===== src/rtl/wb_pkg.sv =====
package wb_pkg;

  typedef enum logic [1:0] {
    SRC_FLUOR   = 2'd0,
    SRC_SUN     = 2'd1,
    SRC_HALOGEN = 2'd2,
    SRC_MIXED   = 2'd3
  } light_src_e;

  localparam int SUN_GAIN_R = 416;
  localparam int SUN_GAIN_B = 320;

  // Light-source decision from the three cues.
  function automatic light_src_e classify(input logic dc, input logic flick, input logic brt);
    if (!dc)        return SRC_FLUOR;
    else if (!flick) return SRC_SUN;
    else if (brt)   return SRC_MIXED;
    else            return SRC_HALOGEN;
  endfunction

  // Lower gain limit for a source; blue selects the blue channel.
  function automatic int lim_lo(input light_src_e s, input logic blue);
    case (s)
      SRC_FLUOR:   return 192;
      SRC_SUN:     return blue ? 192 : 256;
      SRC_HALOGEN: return blue ? 384 : 128;
      default:     return blue ? 192 : 128;
    endcase
  endfunction

  // Upper gain limit for a source; blue selects the blue channel.
  function automatic int lim_hi(input light_src_e s, input logic blue);
    case (s)
      SRC_FLUOR:   return 512;
      SRC_SUN:     return blue ? 448 : 640;
      SRC_HALOGEN: return blue ? 960 : 384;
      default:     return blue ? 960 : 640;
    endcase
  endfunction

endpackage


===== src/rtl/wb_restoring_div.sv =====
module wb_restoring_div #(
  parameter int NUM_W = 24,
  parameter int DEN_W = 16
) (
  input  logic             clk,
  input  logic             rst_n,
  input  logic             start,
  input  logic [NUM_W-1:0] num,
  input  logic [DEN_W-1:0] den,
  output logic [NUM_W-1:0] quo,
  output logic             done
);
  localparam int CW = $clog2(NUM_W + 1);

  logic [DEN_W-1:0] rem_q, den_q;
  logic [NUM_W-1:0] quo_q;
  logic [CW-1:0]    cnt_q;
  logic [DEN_W:0]   shifted;
  logic             fits;
  logic [DEN_W-1:0] rem_nxt;

  // One restoring step: bring in the next dividend bit, subtract if it fits.
  always_comb begin
    shifted = {rem_q, quo_q[NUM_W-1]};
    fits    = shifted >= {1'b0, den_q};
    rem_nxt = fits ? DEN_W'(shifted - {1'b0, den_q}) : DEN_W'(shifted);
  end

  always_ff @(posedge clk or negedge rst_n) begin
    if (!rst_n) begin
      rem_q <= '0;
      den_q <= '0;
      quo_q <= '0;
      cnt_q <= '0;
      done  <= 1'b0;
    end else begin
      done <= 1'b0;
      if (start) begin
        rem_q <= '0;
        den_q <= den;
        quo_q <= num;
        cnt_q <= CW'(NUM_W);
      end else if (cnt_q != '0) begin
        rem_q <= rem_nxt;
        quo_q <= {quo_q[NUM_W-2:0], fits};
        cnt_q <= cnt_q - 1'b1;
        done  <= (cnt_q == CW'(1));
      end
    end
  end

  assign quo = quo_q;
endmodule


===== src/rtl/wb_gain_stepper.sv =====
module wb_gain_stepper #(
  parameter int GAIN_W    = 10,
  parameter int STEP_W    = 3,
  parameter int RESET_VAL = 256
) (
  input  logic              clk,
  input  logic              rst_n,
  input  logic              apply,
  input  logic [GAIN_W-1:0] target,
  input  logic [GAIN_W-1:0] lo,
  input  logic [GAIN_W-1:0] hi,
  input  logic [STEP_W-1:0] step_sel,
  output logic [GAIN_W-1:0] tgt_clamped,
  output logic [GAIN_W-1:0] gain
);
  logic [GAIN_W-1:0] gain_q;

  // Move cur toward tgt by at most stp codes.
  function automatic logic [GAIN_W-1:0] move_toward(
    input logic [GAIN_W-1:0] cur,
    input logic [GAIN_W-1:0] tgt,
    input logic [GAIN_W-1:0] stp
  );
    if (tgt > cur) return ((tgt - cur) > stp) ? cur + stp : tgt;
    else           return ((cur - tgt) > stp) ? cur - stp : tgt;
  endfunction

  always_comb begin
    if (target < lo)      tgt_clamped = lo;
    else if (target > hi) tgt_clamped = hi;
    else                  tgt_clamped = target;
  end

  always_ff @(posedge clk or negedge rst_n) begin
    if (!rst_n)     gain_q <= GAIN_W'(RESET_VAL);
    else if (apply) gain_q <= move_toward(gain_q, tgt_clamped, GAIN_W'(step_sel) + 1'b1);
  end

  assign gain = gain_q;
endmodule


===== src/rtl/wb_gain_loop.sv =====
module wb_gain_loop #(
  parameter int SUM_W  = 16,
  parameter int GAIN_W = 10,
  parameter int FRAC_W = 8,
  parameter int STEP_W = 3
) (
  input  logic              clk,
  input  logic              rst_n,
  input  logic              field_start,
  input  logic              ir_dc,
  input  logic              ir_flicker,
  input  logic              bright,
  input  logic [SUM_W-1:0]  sum_r,
  input  logic [SUM_W-1:0]  sum_g,
  input  logic [SUM_W-1:0]  sum_b,
  input  logic [STEP_W-1:0] step_sel,
  output logic [GAIN_W-1:0] gain_r,
  output logic [GAIN_W-1:0] gain_b,
  output logic [1:0]        src_code,
  output logic              upd
);
  import wb_pkg::*;

  localparam int NUM_W      = SUM_W + FRAC_W;
  localparam int RESET_GAIN = 1 << FRAC_W;

  typedef enum logic {PH_IDLE, PH_DIV} phase_e;

  phase_e            phase_q;
  light_src_e        src_q;
  logic [STEP_W-1:0] step_q;
  logic              upd_q;
  logic [1:0]        div_done;
  logic [GAIN_W-1:0] gain_w [2];
  logic [GAIN_W-1:0] tgt_lim [2];

  // Named events for the checker.
  logic accept;
  logic apply_evt;
  assign accept    = field_start && (phase_q == PH_IDLE);
  assign apply_evt = (phase_q == PH_DIV) && div_done[0];

  always_ff @(posedge clk or negedge rst_n) begin
    if (!rst_n) begin
      phase_q <= PH_IDLE;
      src_q   <= SRC_FLUOR;
      step_q  <= '0;
      upd_q   <= 1'b0;
    end else begin
      upd_q <= apply_evt;
      if (accept) begin
        phase_q <= PH_DIV;
        src_q   <= classify(ir_dc, ir_flicker, bright);
        step_q  <= step_sel;
      end else if (apply_evt) begin
        phase_q <= PH_IDLE;
      end
    end
  end

  // Channel 0 is red, channel 1 is blue.
  for (genvar ch = 0; ch < 2; ch++) begin : g_chan
    logic [NUM_W-1:0]  quo;
    logic [GAIN_W-1:0] ratio_sat;
    logic [GAIN_W-1:0] target;
    logic [GAIN_W-1:0] lo;
    logic [GAIN_W-1:0] hi;

    wb_restoring_div #(.NUM_W(NUM_W), .DEN_W(SUM_W)) u_div (
      .clk  (clk),
      .rst_n(rst_n),
      .start(accept),
      .num  ({sum_g, {FRAC_W{1'b0}}}),
      .den  ((ch == 1) ? sum_b : sum_r),
      .quo  (quo),
      .done (div_done[ch])
    );

    assign ratio_sat = (|quo[NUM_W-1:GAIN_W]) ? {GAIN_W{1'b1}} : quo[GAIN_W-1:0];
    assign target    = (src_q == SRC_SUN) ? GAIN_W'((ch == 1) ? SUN_GAIN_B : SUN_GAIN_R)
                                          : ratio_sat;
    assign lo        = GAIN_W'(lim_lo(src_q, ch == 1));
    assign hi        = GAIN_W'(lim_hi(src_q, ch == 1));

    wb_gain_stepper #(.GAIN_W(GAIN_W), .STEP_W(STEP_W), .RESET_VAL(RESET_GAIN)) u_step (
      .clk        (clk),
      .rst_n      (rst_n),
      .apply      (apply_evt),
      .target     (target),
      .lo         (lo),
      .hi         (hi),
      .step_sel   (step_q),
      .tgt_clamped(tgt_lim[ch]),
      .gain       (gain_w[ch])
    );
  end

  assign gain_r   = gain_w[0];
  assign gain_b   = gain_w[1];
  assign src_code = src_q;
  assign upd      = upd_q;
endmodule


===== config.mk =====
export PLATFORM = sky130hd
export DESIGN_NAME = wb_gain_loop
export DESIGN_NICKNAME = d
export VERILOG_FILES = /design/src/rtl/wb_pkg.sv /design/src/rtl/wb_restoring_div.sv /design/src/rtl/wb_gain_stepper.sv /design/src/rtl/wb_gain_loop.sv
export SDC_FILE = /design/constraint.sdc
export NUM_CORES = 1
export LEC_CHECK = 0
export ABC_AREA = 1
export BUFFER_PORTS_ARGS = -buffer_cell sky130_fd_sc_hd__buf_2
export CORE_MARGIN = 1.5
export CORE_UTILIZATION = 25
export CTS_CLUSTER_DIAMETER = 50
export DETAILED_ROUTE_END_ITERATION = 10
export GPL_ROUTABILITY_DRIVEN = 0
export GPL_TIMING_DRIVEN = 1
export PLACE_DENSITY = 0.47
export SETUP_SLACK_MARGIN = 0.1
export SYNTH_ARGS = -nofsm -noshare
export SYNTH_HDL_FRONTEND = slang
export SYNTH_SLANG_ARGS = --single-unit
export TNS_END_PERCENT = 50

===== constraint.sdc =====
create_clock -name clk -period 4.15 [get_ports clk]
set_input_delay 0 -clock clk [delete_from_list [all_inputs] [get_ports clk]]
set_output_delay 0 -clock clk [all_outputs]
set_load 0.02 [all_outputs]

==> out/metrics.yaml, run 1 <==
logic_synthesis:
  synthDistinctLibCells: 51
  ys_ff_latch: 150
  yosysWarnings: 0
  synth.top_cell.area_share: 0.301
  async_reset_ff_frac: 1.00
  synth_top_area_cell: "dfrtp_1"
  ys_top_cells_by_count: "nand2_1, inv_1, dfrtp_1"
  avgSynthCellArea_um2: 7.34
  netlist_instances: 1678
  synth_edf_count: 0
  mappedNetlistArea_um2: 12300
  ys_seq_area_frac: 0.305
  synthTopCellsByArea: "dfrtp_1, nand2_1, ha_1"
  post-synth-top-count-cell: "nand2_1"
  syn_nets: 1861
  ys.flop_type: "dfrtp_1"
timing:
  drv_slew: 0
  hold_viol: 0
  period_minus_slack_ns: 4.64
  setup_ws_ns: -0.495
  finalCritPeriodShare: 1.12
  rsz0062_at_grt: "true"
  skew_ns: 0.0138
  maxSlewHeadroom: 0.321
  worst_pin_slew_ns: 1.01
  finalSetupViolations: 20
  clock.fmax_mhz: 215
die:
  die_area_um2: 50600
  die_w_um: 225
  io_pins: 80
  initial_core_util: 0.253
  die_h_um: 225
  rows: 81
  core_um2: 48700
hold_path:
  hold_class: "in2reg"
drt:
  drtIter0Drc: 474
  post_drt_wl_per_cell_um: 13.8
  ant_nets: 0
  drt-vias-per-instance: 4.48
  wl_met1_um: 17800
  dr_wl_met2_um: 16600
  drc_errors: 0
  routed_wl_um: 36300
  first_pass_iters: 5
  wl_met3_um: 1350
  vias: 11800
  top_layer_used: "met4"
outcome:
  status: "complete, but fails checks"
  violations: "negative setup slack"
cts:
  clk-insertion-delay-late_ns: 0.44
  cts_buffers: 17
  htree_levels: 4
  cts_sinks: 150
  cts_tree: "done"
  clockBufferDepth: 2
  path_clk_slew_ns: 0.07
  root_buffer: "clkbuf_16"
flow_run:
  maxCapViolCount: 0
global_route:
  track_usage: 0.145
  grt_pass1_vias: 11800
  grt_pass1_wl_um: 59300
  grt_overflow: 0
  grt_antenna_before_repair: 0
  grt_max_degree: 86
critical_path:
  worstPathRequired_ns: 4.46
  cp_slowest_cell: "fa_1"
  critPathCaptureType: "flip-flop"
  max_stage_delay_ns: 0.45
  critPathMaxFanout: 6
  setup.worst_path.class: "reg2reg"
  cp.arrival_ns: 4.96
  startpoint_type: "flip-flop"
finish:
  nets: 2137
  fin_cells: 2632
  drive_gt1_frac: 0.215
  syn2layout_area_growth_pct: 30.6
placed_design:
  io_buffer_count: 79
  place_inst: 2514
  hpwl_um: 27300
worst max-delay path: cells and delay by family (launching register included):
| family | cells | cell delay [ns] |
|---|---|---|
| AO/OA/AOI/OAI | 5 | 0.61 |
| flip-flops | 1 | 0.38 |
| adder cells (fa/ha/maj) | 4 | 1.13 |
| buffers and inverters | 7 | 0.54 |
| AND/OR/NAND/NOR | 17 | 1.85 |
per-layer routing:
layer,up-vias,GRT usage
met4,0,0.0294
met3,31,0.0235
li1,6040,-
met5,-,0
met1,5500,0.198
met2,226,0.242
flip-flops by register name (all words and copies together) (netlist names):
| name | cells |
|---|---|
| phase_q | 1 |
| g_chan.u_div.den_q | 32 |
| g_chan.u_div.quo | 48 |
| upd | 1 |
| g_chan.u_step.gain | 20 |
| g_chan.u_div.done | 1 |
| g_chan.u_div.rem_q | 32 |
| g_chan.u_div.cnt_q | 10 |
| step_q | 3 |
| src_code | 2 |
repair_timing:
action,4_1_cts,5_1_grt
endpoints found under the setup margin,20,20
pin swaps,30,36
hold endpoints to repair,152,0
gates cloned,0,2
hold buffers,55,0
gates resized for setup,29,49
setup buffers,16,12
path summary, 6_finish.rpt:
kind	start	to	slack, ns	cells after the start
setup / recovery	g_chan[1].u_div.quo[20]	g_chan[1].u_step.gain[1]	-0.49	33
hold / removal	field_start	phase_q	0.04	4
setup reg to reg	g_chan[1].u_div.quo[20]	g_chan[1].u_step.gain[1]	-0.49	33
hold reg to reg	g_chan[1].u_div.cnt_q[3]	g_chan[1].u_div.cnt_q[3]	0.49	1
max in group asynchronous	rst_n	g_chan[1].u_div.quo[13]	2.90	3
min in group asynchronous	rst_n	g_chan[0].u_div.rem_q[7]	0.18	2
cells in the final DEF (no fill, tap or decap), types with 6 or more instances in the layout:
master	count
nand2_1	430
inv_1	213
buf_4	162
dfrtp_1	146
ha_1	106
o21ai_0	97
nand3_1	92
nor2_1	88
buf_2	78
a21oi_1	71
dlygate4sd3_1	55
xor2_1	53
o221ai_1	30
o21ai_1	27
inv_2	21
nand2_2	21
o22ai_1	21
xnor2_1	19
o211ai_1	18
clkbuf_16	17
nand4_1	16
nand3_2	13
a21oi_2	13
nor2_2	11
buf_6	11
nor2_4	10
a21o_1	10
nor3_1	10
fa_1	8
ha_4	8
clkinv_4	7
clkinv_1	6
o31ai_1	6
metrics by stage:
step | area, µm² | setup slack, ns | TNS (ns) | util | hold slack, ns
3_3_place_gp | 14400 | -0.462 | -7.77 | 0.295 | 0.129
5_1_grt | 16100 | -0.796 | -14.49 | 0.330 | 0.0557
6_report | 16100 | -0.495 | -8.10 | 0.330 | 0.0352
3_5_place_dp | 14400 | -0.542 | -9.66 | 0.295 | 0.135
2_1_floorplan | 12400 | -0.216 | -2.49 | - | -0.296
4_1_cts | 15800 | -0.391 | -6.64 | 0.324 | 0.00640
layout make-up:
| cell class | count | area (µm²) |
|---|---|---|
| Antenna cell | 1 | 2.50 |
| Clock buffer | 19 | 453 |
| Clock inverter | 13 | 163 |
| Fill cell | 5162 | 32700 |
| Inverter | 246 | 948 |
| Multi-Input combinational cell | 1230 | 7600 |
| Sequential cell | 150 | 3760 |
| Tap cell | 664 | 831 |
| Timing Repair Buffer | 307 | 2300 |
| Timing Repair inverter | 2 | 15.0 |
kinds of logic (layout without fill, tap and decap cells):
logic type / after synthesis / count (layout) / synth area share
compound gates: 316 / 316 / 0.155
xor+xnor: 72 / 72 / 0.0512
fa+ha+maj: 126 / 126 / 0.134
buf+inv: 298 / 587 / 0.0990
flops: 150 / 150 / 0.305
other cells: 0 / 1 / 0
simple gates: 716 / 716 / 0.256
Power of run 1 is not shown: default switching activity piles up to over one toggle a cycle in this logic, so the estimate is an artifact.
==> inputs of run 2 (changes only) <==
--- a/config.mk
+++ b/config.mk
@@ -6,14 +6,15 @@
 export NUM_CORES = 1
 export LEC_CHECK = 0
 export ABC_AREA = 1
-export BUFFER_PORTS_ARGS = -buffer_cell sky130_fd_sc_hd__buf_2
 export CORE_MARGIN = 1.5
 export CORE_UTILIZATION = 25
 export CTS_CLUSTER_DIAMETER = 50
 export DETAILED_ROUTE_END_ITERATION = 10
+export DONT_BUFFER_PORTS = 1
 export GPL_ROUTABILITY_DRIVEN = 0
 export GPL_TIMING_DRIVEN = 1
-export PLACE_DENSITY = 0.47
+export PLACE_DENSITY = 0.46
+export RECOVER_POWER = 25
 export SETUP_SLACK_MARGIN = 0.1
 export SYNTH_ARGS = -nofsm -noshare
 export SYNTH_HDL_FRONTEND = slang
==> run 2 against run 1 <==
Effect of this change:
- the run ends with max-capacitance violations, max-slew violations, negative setup slack left
- setup slack gained 0.15 ns
- hold slack gained 0.17 ns
- non-clock buffer count shrank 71
- clock skew grew 0.0052 ns
- via count shrank 1.9%
- utilization shrank 0.68 points
- flip-flop and latch count is the same
==> out/metrics.yaml, run 2 (synthesis results as in run 1) <==
outcome:
  status: "complete, but fails checks"
  violations: "max-capacitance violations, max-slew violations, negative setup slack"
drt:
  first_pass_iters: 5
  wl_met1_um: 17700
  drtIter0Drc: 603
  post_drt_wl_per_cell_um: 14.1
  drc_errors: 0
  ant_nets: 0
  drt-vias-per-instance: 4.51
  wl_met3_um: 1660
  top_layer_used: "met5"
  vias: 11600
  routed_wl_um: 36300
  dr_wl_met2_um: 16600
finish:
  nets: 2065
  largest_reg_flops: 48
  drive_gt1_frac: 0.188
  layout_common_cells: "nand2_1, inv_1, buf_4"
  multi_input_area_um2: 7650
  fillCellCount: 5226
  syn2layout_area_growth_pct: 27.9
  seqCellArea_um2: 3760
  stdcell_area_um2: 15700
  final_common_cell: "nand2_1"
die:
  initial_core_util: 0.253
  core_um2: 48700
  die_w_um: 225
  rows: 81
  die_area_um2: 50600
  die_h_um: 225
  io_pins: 80
hold_path:
  min-delay-start: "step_sel[1]"
  hold_class: "in2reg"
critical_path:
  critPathMaxFanout: 6
  critPathCaptureType: "flip-flop"
  worstPathRequired_ns: 4.50
  startpoint_type: "flip-flop"
  setup.worst_path.class: "reg2reg"
  max_stage_delay_ns: 0.39
  cp.arrival_ns: 4.84
  cp_slowest_cell: "dfrtp_1"
  crit_path_start: "g_chan[1].u_div.quo[22]"
  r2r_start: "g_chan[1].u_div.quo[22]"
  crit_top_cell: "nand2_1"
timing:
  period_minus_slack_ns: 4.50
  clock.fmax_mhz: 222
  maxSlewHeadroom: -0.494
  finalSetupViolations: 20
  hold_viol: 0
  fin_hold_ws_ns: 0.202
  skew_ns: 0.0189
  rsz0062_at_grt: "true"
  worst_pin_slew_ns: 2.24
  finalCritPeriodShare: 1.08
  setup_ws_ns: -0.345
  drv_slew: 151
global_route:
  grt_antenna_before_repair: 6
  grt_pass1_wl_um: 59500
  grt_pass1_vias: 11400
  track_usage: 0.147
  grt_max_degree: 151
  grt_overflow: 0
cts:
  cts_sinks: 150
  clockBufferDepth: 2
  root_buffer: "clkbuf_16"
  clk-insertion-delay-late_ns: 0.46
  htree_levels: 4
  cts_buffers: 17
  path_clk_slew_ns: 0.08
  cts_tree: "done"
placed_design:
  hpwl_um: 27500
  placed_area_um2: 14100
  io_buffer_count: 0
flow_run:
  maxCapViolCount: 1
[run 2: stage by stage]
step                setup TNS (ns)  utilization  instances  worst slack [ns]
floorplan                    -2.49            -       1678            -0.216
global placement             -6.38        0.289       2449            -0.440
detailed placement           -8.26        0.289       2449            -0.558
CTS                          -6.14        0.318       2552            -0.340
global route                -11.54        0.323       2562            -0.637
finish                       -5.40        0.323       2564            -0.345
[run 2: per-layer routing]
metal / GRT usage / vias up
met3: 0.0346 / 25
met2: 0.242 / 177
met1: 0.198 / 5445
met5: 0 / -
met4: 0.0249 / 6
li1: - / 5920
[run 2: layout make-up]
| cell class | instances | area share |
|---|---|---|
| Antenna cell | 5 | 0.000795 |
| Clock buffer | 20 | 0.0290 |
| Clock inverter | 12 | 0.00739 |
| Inverter | 246 | 0.0603 |
| Multi-Input combinational cell | 1230 | 0.486 |
| Sequential cell | 150 | 0.239 |
| Tap cell | 664 | 0.0528 |
| Timing Repair Buffer | 236 | 0.124 |
| Timing Repair inverter | 1 | 0.000715 |
[run 2: critical path: cells and delay by family (launching register included)]
| family | cells | cell delay (ns) |
|---|---|---|
| AO/OA/AOI/OAI | 6 | 0.79 |
| AND/OR/NAND/NOR | 17 | 1.85 |
| flip-flops | 1 | 0.39 |
| adder cells (fa/ha/maj) | 3 | 0.85 |
| buffers and inverters | 5 | 0.38 |
| XOR/XNOR | 1 | 0.15 |
[run 2: worst paths after layout]
path / depth (start not counted) / slack (ns) / end
max in group asynchronous: 2 / 1.83 / src_code[0]
min in group asynchronous: 2 / 0.64 / g_chan[0].u_div.rem_q[10]
setup reg to reg: 32 / -0.35 / g_chan[1].u_step.gain[0]
hold reg to reg: 1 / 0.47 / phase_q
setup / recovery: 32 / -0.35 / g_chan[1].u_step.gain[0]
hold / removal: 3 / 0.20 / step_q[1]
[run 2: what timing repair did]
action / CTS / global route
hold buffers: 58 / 0
cloned: 1 / 0
endpoints found under the setup margin: 20 / 20
buffers inserted: 12 / 7
endpoints found under the hold margin: 220 / 0
resized for setup: 31 / 53
pin swaps: 13 / 31
Power of run 2 is left out for the same reason.
==> inputs of run 3 (changes only) <==
--- a/config.mk
+++ b/config.mk
@@ -18,5 +18,6 @@
 export SETUP_SLACK_MARGIN = 0.1
 export SYNTH_ARGS = -nofsm -noshare
 export SYNTH_HDL_FRONTEND = slang
+export SYNTH_HIERARCHICAL = 1
 export SYNTH_SLANG_ARGS = --single-unit
 export TNS_END_PERCENT = 50
==> run 3 against run 2 <==
Effect of this change:
- the run still ends with max-capacitance violations, max-slew violations, negative setup slack left
- wire length rose by 22%
- synthesized area is 21% higher
- count of clock-buffer cells in the layout fell by 3
- highest routed layer unchanged
- final cell count grew 28%
- critical endpoint is now g_chan[0].u_step/gain[9]
- die area is 20% higher
- critical path type unchanged
- setup slack got worse by 0.51 ns
==> out/metrics.yaml, run 3 <==
placed_design:
  hpwl_um: 33600
  place_inst: 3164
  placed_area_um2: 17400
  io_buffer_count: 0
finish:
  stdcell_area_um2: 19400
  largest_reg_flops: 48
  final_common_cell: "nand2_1"
  drive_gt1_frac: 0.214
  fin_cells: 3283
  nets: 2704
  layout_common_cells: "nand2_1, inv_1, buf_4"
  syn2layout_area_growth_pct: 31.0
drt:
  drtIter0Drc: 794
  routed_wl_um: 44200
  drc_errors: 0
  first_pass_iters: 7
  vias: 14300
  ant_nets: 0
  drt-vias-per-instance: 4.37
  post_drt_wl_per_cell_um: 13.5
timing:
  skew_ns: 0.0181
  fin_tns_setup_ns: -14.05
  worst_pin_slew_ns: 3.71
  period_minus_slack_ns: 5.01
  maxSlewHeadroom: -1.47
  rsz0062_at_grt: "true"
  drv_slew: 151
  finalCritPeriodShare: 1.21
  finalSetupViolations: 20
  hold_viol: 0
  clock.fmax_mhz: 200
  setup_ws_ns: -0.857
die:
  die_h_um: 247
  die_w_um: 247
  core_um2: 58800
  io_pins: 80
  initial_core_util: 0.252
  die_area_um2: 60800
  rows: 89
critical_path:
  crit_top_cell: "nand2_1"
  worstPathRequired_ns: 4.58
  max_stage_delay_ns: 0.38
  cp_slowest_cell: "dfrtp_1"
  critPathMaxFanout: 8
  cp.arrival_ns: 5.44
  startpoint_type: "flip-flop"
  setup.worst_path.class: "reg2reg"
  critPathCaptureType: "flip-flop"
cts:
  clk-insertion-delay-late_ns: 0.50
  cts_tree: "done"
  cts_buffers: 17
  clockBufferDepth: 2
  root_buffer: "clkbuf_16"
  htree_levels: 4
  cts_sinks: 150
  path_clk_slew_ns: 0.08
global_route:
  grt_max_degree: 151
  grt_pass1_vias: 14400
  track_usage: 0.150
  grt_overflow: 0
  grt_pass1_wl_um: 73300
  grt_antenna_before_repair: 4
logic_synthesis:
  avgSynthCellArea_um2: 6.82
  yosysWarnings: 6
  mappedNetlistArea_um2: 14800
  netlist_instances: 2175
hold_path:
  hold_class: "in2reg"
outcome:
  status: "complete, but fails checks"
  violations: "max-capacitance violations, max-slew violations, negative setup slack"
flow_run:
  maxCapViolCount: 1
run 3: cell type report:
class / count / area (µm²)
clock inverter: 15 / 179
clock buffer: 17 / 425
multi-input combinational: 1630 / 10100
fill: 6390 / 39400
timing repair buffer: 309 / 2520
sequential: 150 / 3760
antenna: 1 / 2.50
tap: 773 / 967
inverter: 388 / 1470
run 3: metrics by stage:
stage	util	hold slack [ns]	worst slack (ns)
after floorplan	-	-0.296	-0.558
after global placement	0.296	-0.290	-0.900
after detailed placement	0.296	-0.291	-0.956
after CTS	0.324	0.126	-0.649
after global routing	0.331	0.153	-1.13
final	0.331	0.160	-0.857
run 3: timing repair:
action | 4_1_cts | 5_1_grt
pin swaps | 29 | 37
buffers inserted | 6 | 16
endpoints found under the setup margin | 20 | 20
gates cloned | 1 | 0
gates resized for setup | 84 | 66
endpoints found under the hold margin | 222 | 0
hold buffers | 63 | 0
run 3: critical path: cells and delay by family, from the launching register on:
kind            cells  cell delay [ns]
simple gates       18             2.16
fa+ha+maj           3             0.84
compound gates      6             0.81
buf+inv             4             0.56
flops               1             0.38
xor+xnor            1             0.17
run 3: final timing paths:
check	from	slack [ns]	cells after the start	end
min in group asynchronous	rst_n	1.21	2	g_chan[0].u_div/rem_q[8]
max	g_chan[0].u_div/quo[23]	-0.86	32	g_chan[0].u_step/gain[9]
max in group asynchronous	rst_n	0.33	2	src_code[1]
max reg2reg	g_chan[0].u_div/quo[23]	-0.86	32	g_chan[0].u_step/gain[9]
min	sum_r[6]	0.16	3	g_chan[0].u_div/den_q[6]
min reg2reg	g_chan[1].u_div/den_q[0]	0.49	2	g_chan[1].u_div/den_q[0]
run 3: routing by layer:
layer,track usage,up-vias,wire [µm]
met4,0.0411,2,552
met1,0.199,6585,21800
met3,0.0266,39,1400
li1,-,7526,-
met2,0.250,193,20400
met5,0,-,10
Power of run 3 is left out for the same reason.
